--- config.mk ---
export PLATFORM = sky130hd
export DESIGN_NAME = pt_macrocell
export DESIGN_NICKNAME = d
export VERILOG_FILES = /design/src/rtl/pt_pkg.sv /design/src/rtl/pt_term.sv /design/src/rtl/pt_store.sv /design/src/rtl/pt_macrocell.sv
export SDC_FILE = /design/constraint.sdc
export NUM_CORES = 1
export LEC_CHECK = 0
export ABC_CLOCK_PERIOD_IN_PS = 3200
export BUFFER_PORTS_ARGS = -buffer_cell sky130_fd_sc_hd__buf_4
export CAP_MARGIN = 20
export CORE_MARGIN = 8
export CORE_UTILIZATION = 35
export DETAILED_ROUTE_END_ITERATION = 8
export PLACE_DENSITY_LB_ADDON = 0.08
export SYNTH_ARGS = -nofsm -noshare
export SYNTH_HDL_FRONTEND = slang
export SYNTH_SLANG_ARGS = --single-unit
export TNS_END_PERCENT = 1
--- constraint.sdc ---
create_clock -name clk -period 3.2 [get_ports clk]
set_input_delay 0.64 -clock clk [delete_from_list [all_inputs] [get_ports clk]]
set_output_delay 0.64 -clock clk [all_outputs]
set_load 0.02 [all_outputs]
--- src/rtl/pt_pkg.sv ---
package pt_pkg;

  typedef enum logic [2:0] {
    MODE_D     = 3'd0,
    MODE_T     = 3'd1,
    MODE_JK    = 3'd2,
    MODE_SR    = 3'd3,
    MODE_LATCH = 3'd4,
    MODE_COMB  = 3'd5
  } cell_mode_e;

  localparam int MODE_W    = 3;
  localparam int NUM_TERMS = 8;
  localparam int NUM_SUM   = 3;

  // term slots in the configuration word
  localparam int TI_POL = 3;
  localparam int TI_PRE = 4;
  localparam int TI_CLR = 5;
  localparam int TI_CLK = 6;
  localparam int TI_OE  = 7;

endpackage

--- src/rtl/pt_term.sv ---
module pt_term #(
  parameter int IN_W = 12
) (
  input  logic [IN_W-1:0] sig,
  input  logic [IN_W-1:0] sel,
  input  logic [IN_W-1:0] inv,
  output logic            prod,
  output logic            used
);

  logic [IN_W-1:0] lit;

  // unselected inputs are forced to 1 so they drop out of the AND
  always_comb begin
    lit  = (sig ^ inv) | ~sel;
    prod = &lit;
    used = |sel;
  end

endmodule

--- src/rtl/pt_store.sv ---
module pt_store
  import pt_pkg::*;
(
  input  logic              clk,
  input  logic              rst,
  input  logic [MODE_W-1:0] mode,
  input  logic              arr_clk_sel,
  input  logic              x_in,
  input  logic              s_in,
  input  logic              r_in,
  input  logic              ck_in,
  input  logic              pre_in,
  input  logic              clr_in,
  output logic              q_out
);

  logic ck_prev;
  logic state;
  logic tick;
  logic reg_mode;

  // private clock is oversampled by the system clock; tracked through reset
  always_ff @(posedge clk) begin
    ck_prev <= ck_in;
  end

  always_comb begin
    tick     = arr_clk_sel ? (ck_in & ~ck_prev) : 1'b1;
    reg_mode = (mode == MODE_D) || (mode == MODE_T) ||
               (mode == MODE_JK) || (mode == MODE_SR);
  end

  always_ff @(posedge clk) begin
    if (rst) begin
      state <= 1'b0;
    end else if (clr_in) begin
      state <= 1'b0;
    end else if (pre_in) begin
      state <= 1'b1;
    end else if (reg_mode) begin
      if (tick) begin
        case (mode)
          MODE_D:  state <= x_in;
          MODE_T:  state <= state ^ x_in;
          MODE_JK: begin
            case ({s_in, r_in})
              2'b10:   state <= 1'b1;
              2'b01:   state <= 1'b0;
              2'b11:   state <= ~state;
              default: state <= state;
            endcase
          end
          default: begin
            case ({s_in, r_in})
              2'b10:   state <= 1'b1;
              2'b01:   state <= 1'b0;
              default: state <= state;
            endcase
          end
        endcase
      end
    end else if (mode == MODE_LATCH) begin
      if (ck_in) state <= x_in;
    end else begin
      state <= x_in;
    end
  end

  // forcing terms act on the output without waiting for an edge
  always_comb begin
    if (clr_in)                           q_out = 1'b0;
    else if (pre_in)                      q_out = 1'b1;
    else if (mode == MODE_LATCH)          q_out = ck_in ? x_in : state;
    else if (!reg_mode)                   q_out = x_in;
    else                                  q_out = state;
  end

endmodule

--- src/rtl/pt_macrocell.sv ---
module pt_macrocell
  import pt_pkg::*;
#(
  parameter int BUS_W = 8,
  parameter int EXP_W = 4,
  localparam int IN_W   = BUS_W + EXP_W,
  localparam int TERM_W = 2 * IN_W,
  localparam int MODE_LSB = NUM_TERMS * TERM_W,
  localparam int CFG_W  = MODE_LSB + MODE_W + 1
) (
  input  logic             clk,
  input  logic             rst,
  input  logic [BUS_W-1:0] bus_in,
  input  logic [EXP_W-1:0] exp_in,
  input  logic [CFG_W-1:0] cfg_in,
  output logic             cell_out,
  output logic             fb_out,
  output logic             oe_out
);

  logic [IN_W-1:0]      sig_all;
  logic [NUM_TERMS-1:0] prod;
  logic [NUM_TERMS-1:0] used;
  logic [MODE_W-1:0]    mode_sel;
  logic                 clk_src;
  logic                 sum_val;
  logic                 pol_val;
  logic                 x_val;
  logic                 ck_term;
  logic                 pre_act;
  logic                 clr_act;
  logic                 q_val;

  assign sig_all  = {exp_in, bus_in};
  assign mode_sel = cfg_in[MODE_LSB +: MODE_W];
  assign clk_src  = cfg_in[MODE_LSB + MODE_W];

  for (genvar k = 0; k < NUM_TERMS; k++) begin : g_term
    pt_term #(.IN_W(IN_W)) u_term (
      .sig  (sig_all),
      .sel  (cfg_in[k*TERM_W +: IN_W]),
      .inv  (cfg_in[k*TERM_W + IN_W +: IN_W]),
      .prod (prod[k]),
      .used (used[k])
    );
  end

  always_comb begin
    sum_val = |(prod[NUM_SUM-1:0] & used[NUM_SUM-1:0]);
    pol_val = prod[TI_POL] & used[TI_POL];
    x_val   = sum_val ^ pol_val;
    pre_act = prod[TI_PRE] & used[TI_PRE];
    clr_act = prod[TI_CLR] & used[TI_CLR];
    ck_term = prod[TI_CLK];
  end

  pt_store u_store (
    .clk         (clk),
    .rst         (rst),
    .mode        (mode_sel),
    .arr_clk_sel (clk_src),
    .x_in        (x_val),
    .s_in        (sum_val),
    .r_in        (pol_val),
    .ck_in       (ck_term),
    .pre_in      (pre_act),
    .clr_in      (clr_act),
    .q_out       (q_val)
  );

  assign cell_out = q_val;
  assign fb_out   = q_val;
  assign oe_out   = prod[TI_OE];

endmodule

---- Yosys cells after proc, flatten, opt, wreduce, memory -nomap -nowiden ----
Cells that the tools add are included.
storage, ports and cells
  input bits .............................. 210
  bits in latches ......................... 0
  ROM bits ................................ 0
  register bits after elaboration ......... 2
  bits in writable memories ............... 0
  memories ................................ 0
cells by class
  equality and inequality tests ........... 10
  reductions and logical operators ........ 21
  $mul .................................... 0
  $lt $le $gt $ge ......................... 0
  muxes and demuxes ....................... 13
  div/mod/pow operators ................... 0
  add/subtract/negate cells ............... 0
  shift operators ......................... 0
  bitwise gates (word level) .............. 33
operators by type and width
  cell                count
  $not 12->12         8
  $or 12x12->12       8
  $reduce_and 12->1   8
  $xor 12x12->12      8
  $reduce_or 12->1    6
  $mux 1              10
  $ne 7x7->1 const B  1
  $eq 3x2->1 const B  2
  $ne 6x6->1 const B  1
  $pmux 1 s3          2
  $and 1x1->1         4
  $eq 2x2->1 const B  2
  $and 3x3->3         1
  $eq 3x1->1 const B  1
  $eq 3x3->1 const B  1
  $logic_not 3->1     1
  $logic_or 1x1->1    3
  $ne 3x2->1 const B  1
  $reduce_and 3->1    1
  $reduce_or 3->1     1
  $eq 2x1->1 const B  1
  $not 1->1           2
  $pmux 1 s2          1
  $reduce_or 2->1     1
  $xor 1x1->1         2

---- Longest topological paths before layout ----
  depth after elaboration ................. 11
  mapped depth ............................ 14

---- By module ----
A second synthesis with hierarchy kept.
unflattened totals
  cell total of the unflattened synthesis .. 232
  area total of the unflattened synthesis .. 1764.2 um^2
modules (own cells, without submodules)
  module        cells each  times used  area an instance (um^2)
  pt_term       25          8           187.7
  pt_store      25          1           214.0
  pt_macrocell  7           1           48.8

---- Worst setup path before layout ----
Ideal clock, no wire load.
  path type ............................... input to output
  start ................................... in exp_in[0]
  end ..................................... out fb_out
  buffers on the path ..................... 2
  cell stages on the path ................. 10
  required time ........................... 2.560 ns
  arrival ................................. 2.857 ns
  slack ................................... -0.297 ns
  cell sequence ........................... buf_4 xnor2_1 a22oi_1 and4_1 a31o_2 ha_1 inv_1 nor2_1 a311oi_1 buf_4
between the ends
  cells in the longest elaborated chain, start to end .. 10
RTL lines
  what                              line                source
  from (decl)                       pt_macrocell.sv:14  input logic [EXP_W-1:0] exp_in,
  $xor 12x12->12                    pt_term.sv:15       lit = (sig ^ inv) | ~sel;
  $or 12x12->12                     pt_term.sv:15
  $reduce_and 12->1                 pt_term.sv:16       prod = &lit;
  $and 3x3->3                       pt_macrocell.sv:49  sum_val = |(prod[NUM_SUM-1:0] & used[NUM_SUM-1:0]);
  $reduce_or 3->1                   pt_macrocell.sv:49
  $xor 1x1->1                       pt_macrocell.sv:51  x_val = sum_val ^ pol_val;
  $mux 1, on equally long branches  -
  $mux 1                            pt_store.sv:73      else if (mode == MODE_LATCH) q_out = ck_in ? x_in : state;
  $mux 1                            pt_store.sv:72      else if (pre_in) q_out = 1'b1;
  $mux 1 (*)                        pt_store.sv:71      if (clr_in) q_out = 1'b0;
  to (decl)                         pt_macrocell.sv:17  output logic fb_out,
Every way passes the cells marked *; elsewhere a longest branch is shown, timed or not.

---- Worst setup path after layout ----
  start ................................... in cfg_in[55]
  end ..................................... out cell_out
between the ends
  cells in the longest elaborated chain, start to end .. 10
RTL lines
  what                              line                source
  from (decl)                       pt_macrocell.sv:15  input logic [CFG_W-1:0] cfg_in,
  $not 12->12                       pt_term.sv:15
  $or 12x12->12                     pt_term.sv:15
  $reduce_and 12->1                 pt_term.sv:16
  $and 3x3->3 (*)                   pt_macrocell.sv:49
  $reduce_or 3->1 (*)               pt_macrocell.sv:49
  $xor 1x1->1 (*)                   pt_macrocell.sv:51
  $mux 1, on equally long branches  -
  $mux 1 (*)                        pt_store.sv:73
  $mux 1 (*)                        pt_store.sv:72
  $mux 1 (*)                        pt_store.sv:71
  to (decl)                         pt_macrocell.sv:16  output logic cell_out,
Marked as above.

==> insert_results.sql <==
INSERT INTO impl_metrics (metric_group, metric, value, unit) VALUES
('pwr', 'power_leakage', '1.59', 'nW'),
('timing', 'period_share', '98.3', '%'),
('logic_synthesis', 'synth_top_area_share', '44.0', '%'),
('timing', 'finalSetupViolCount', '0', ''),
('routing', 'drt_iter0_drc', '146', ''),
('hold_path', 'hold_class', 'primary input to flop', ''),
('global_route', 'first_pass_grt_wire_length', '16.2', 'mm'),
('logic_synthesis', 'syn-instance-count', '240', ''),
('setup_path', 'cp-start-kind', 'primary input', ''),
('global_route', 'grt_start_max_net_pins', '9', ''),
('setup_path', 'reg2reg_from', 'u_store.state', ''),
('clocking', 'clock-root-buffer', 'clkbuf_8', ''),
('logic_synthesis', 'postSynthRegisterBits', '2', ''),
('logic_synthesis', 'yosys_warnings', '0', ''),
('setup_path', 'cp_data_required_time', '2.56', 'ns'),
('floorplan', 'die_area', '8090', 'sq um'),
('clocking', 'cts_num_sinks', '2', ''),
('setup_path', 'cp_data_arrival_time', '2.51', 'ns'),
('pwr', 'totalPowerFinal', '0.000677', 'W'),
('clocking', 'cts-htree-levels', '1', ''),
('setup_path', 'crit_path_max_fanout', '4', ''),
('placement', 'port_buffers', '212', ''),
('setup_path', 'reg2reg_to', 'u_store.state', ''),
('routing', 'drcViolationCount', '0', ''),
('placement', 'dpl_worst_slack', '0.0586', 'ns'),
('global_route', 'grt.overflow.total', '0', ''),
('floorplan', 'die_y', '89.9', 'um'),
('run_status', 'status', 'completed', ''),
('setup_path', 'critPathKind', 'primary input to output pin', ''),
('clocking', 'cts_tree', 'yes', ''),
('placement', 'dp_hpwl', '9.02', 'mm'),
('timing', 'timing.final.hold_violations', '0', ''),
('setup_path', 'rrSetupSlack', '1.91', 'ns'),
('hold_path', 'depth_of_the_worst_hold_timing_path', '3', ''),
('routing', 'vias', '2755', ''),
('global_route', 'grt_util_met3', '9.64', '%'),
('clocking', 'max-clock-path-buffers', '2', ''),
('clocking', 'cts-buffers-inserted', '3', ''),
('logic_synthesis', 'yosys.area.top_type', 'xnor2_1', ''),
('hold_path', 'min_from', 'rst', ''),
('timing', 'clock_skew', '0.00385', 'ns'),
('finish', 'n_fill_cell', '500', ''),
('global_route', 'top_usage_layer', 'met2', ''),
('routing', 'drt_pass1_iterations', '4', ''),
('timing', 'layout_min_cycle_time', '3.15', 'ns'),
('timing', 'worst_slew_pin_slew', '0.439', 'ns'),
('global_route', 'grt_antenna_before_repair', '0', ''),
('timing', 'slew_headroom', '70.7', '%'),
('routing', 'ant_nets', '0', ''),
('pwr', 'power_per_cell_area', '183', 'nW/um^2'),
('logic_synthesis', 'synth_seq_area_share', '2.09', '%'),
('finish', 'syn_to_final_growth', '93.0', '%'),
('floorplan', 'starting_utilization_of_the_core_area', '35.4', '%'),
('clocking', 'clkTransAtPathRegs', '0.03', 'ns'),
('logic_synthesis', 'synth.top_cells.by_area', 'xnor2_1 (44%), a22oi_1 (16%), nor4_1 (5.9%)', ''),
('hold_path', 'whs_endpoint', 'u_store.state', ''),
('pwr', 'peakVddDrop', '0.148', 'mV'),
('floorplan', 'die_width', '89.9', 'um'),
('logic_synthesis', 'post_synth_instance_area', '1910', 'sq um'),
('logic_synthesis', 'postSynthNetCount', '453', ''),
('floorplan', 'design.core.area', '5410', 'sq um'),
('placement', 'globalplace.congestion', '0.902', ''),
('global_route', 'grt_util_met1', '25.3', '%'),
('finish', 'finalNetCount', '660', ''),
('global_route', 'met2_usage', '45.4', '%'),
('floorplan', 'pin_count', '213', ''),
('run', 'max-cap-violations', '0', ''),
('routing', 'routed_via_density', '5.33', ''),
('finish', 'antenna-diode-count', '0', ''),
('routing', 'routedWlPerCell', '20.9', 'um'),
('clocking', 'clock_latency', '0.22', 'ns'),
('finish', 'fraction_of_layout_instances_using_a_drive_strength_above_1', '55.5', '%'),
('setup_path', 'worstSetupEndpointType', 'output pin', ''),
('timing', 'fmax', '318', 'MHz'),
('global_route', 'number_of_global_route_vias_before_repair', '3117', ''),
('global_route', 'grt.total_usage', '24.6', '%'),
('setup_path', 'worstRegToRegCells', '4', ''),
('logic_synthesis', 'synth_cell_types', '37', ''),
('logic_synthesis', 'postSynthAreaPerCell', '7.97', 'sq um'),
('floorplan', 'floorplan.rows', '27', ''),
('timing', 'finalMaxSlewViolations', '0', ''),
('timing', 'post-route-worst-setup-slack', '0.0542', 'ns'),
('routing', 'route.final.wire_length', '10.8', 'mm'),
('setup_path', 'worst_setup_path_startpoint', 'cfg_in[55]', '');
placed cells by master (no fill, tap or decap), drive strengths merged, types with 3 or more instances in the layout:
cell / n
buf: 215
xnor2: 96
a22oi: 46
nor4: 18
nand3: 11
nor2: 9
nand2: 7
nand4: 7
inv: 4
clkbuf: 3
ha: 3
logic make-up (layout without fill, tap and decap cells):
group                    after synthesis  after routing  synth area share (%)
XOR/XNOR                              96             96                  44.0
AO/OA/AOI/OAI                         61             61                  25.6
AND/OR/NAND/NOR                       61             61                  19.0
buffers and inverters                 17            222                  7.46
adder cells (fa/ha/maj)                3              3                  1.96
flip-flops                             2              2                  2.09
worst max-delay path, cell delays in order:
cell and delay [ns]:
buf_4 0.12, nor4_2 0.31, nand3_1 0.15, nand3_2 0.09
o22ai_2 0.07, a31o_2 0.25, ha_4 0.25, inv_2 0.07
nor2_1 0.06, a311oi_2 0.31, buf_4 0.20
metrics by stage:
step / area, sq um / setup TNS, ns / std cells / util [%] / hold WS (ns)
finish: 3690 / 0 / 517 / 68.3 / 0.728
global route: 3690 / -0.244 / 517 / 68.3 / 0.744
CTS: 3530 / 0 / 516 / 65.3 / 0.727
detailed placement: 3490 / 0 / 513 / 64.5 / 0.786
global placement: 3490 / 0 / 513 / 64.5 / 0.766
floorplan: 1920 / 0 / 240 / - / 0.693
power breakdown:
group | switching [W] | total [W] | internal, W
clock network | 0.0000218 | 0.000101 | 0.0000797
registers | 0.00000275 | 0.0000301 | 0.0000274
logic | 0.000217 | 0.000545 | 0.000328
total | 0.000242 | 0.000677 | 0.000435
flip-flops by register name, indices dropped and copies added, names as in the netlist:
signal and flops:
u_store.state 1, u_store.ck_prev 1
worst max-delay path by stage:
stage          cells past startpoint        to
2_1_floorplan                     10    fb_out
3_3_place_gp                      11    fb_out
3_5_place_dp                      11  cell_out
4_1_cts                           11    fb_out
5_1_grt                           11  cell_out
6_report                          11  cell_out
synthesized netlist by cell type:
master     count
o22ai_1        1
a22o_1         1
and3_1         1
and4b_4        1
a22oi_2        4
nor2_4         1
a22oi_1       42
dfxtp_1        2
ha_1           3
nand4_1        6
a31oi_1        1
nor4b_2        1
nand2_1        7
buf_6          8
or2_2          2
a41oi_2        1
a31o_2         1
nand3_1       11
o21ai_0        1
and4_1         1
a2111oi_1      1
a21oi_1        1
nor4_1        18
or3_1          1
xnor2_1       96
a311oi_1       1
a211oi_1       2
buf_4          5
o31ai_1        1
a221oi_1       1
nand4_2        1
o21ai_1        1
nor4b_1        1
inv_1          4
nand2b_1       1
nor2_1         8
o31ai_2        1
final cells by class:
cell class | instances | area, sq um | share of cell area, %
Tap cell | 72 | 90.1 | 2.44
Sequential cell | 2 | 40.0 | 1.08
Multi-Input combinational cell | 221 | 1860 | 50.3
Clock buffer | 3 | 41.3 | 1.12
Inverter | 4 | 15.0 | 0.407
Timing Repair Buffer | 215 | 1650 | 44.6
layer usage:
metal	vias up	wire (um)
met4	0	152
met1	1248	3930
met5	-	0
met2	183	5430
li1	1311	-
met3	13	1290
repair_timing:
action | 4_1_cts | 5_1_grt
endpoints found under the setup margin | 0 | 2
resized for setup | 0 | 27
buffers inserted | 0 | 1
hold buffers | 0 | 0
No activity file was read; power rests on OpenSTA's default activity.
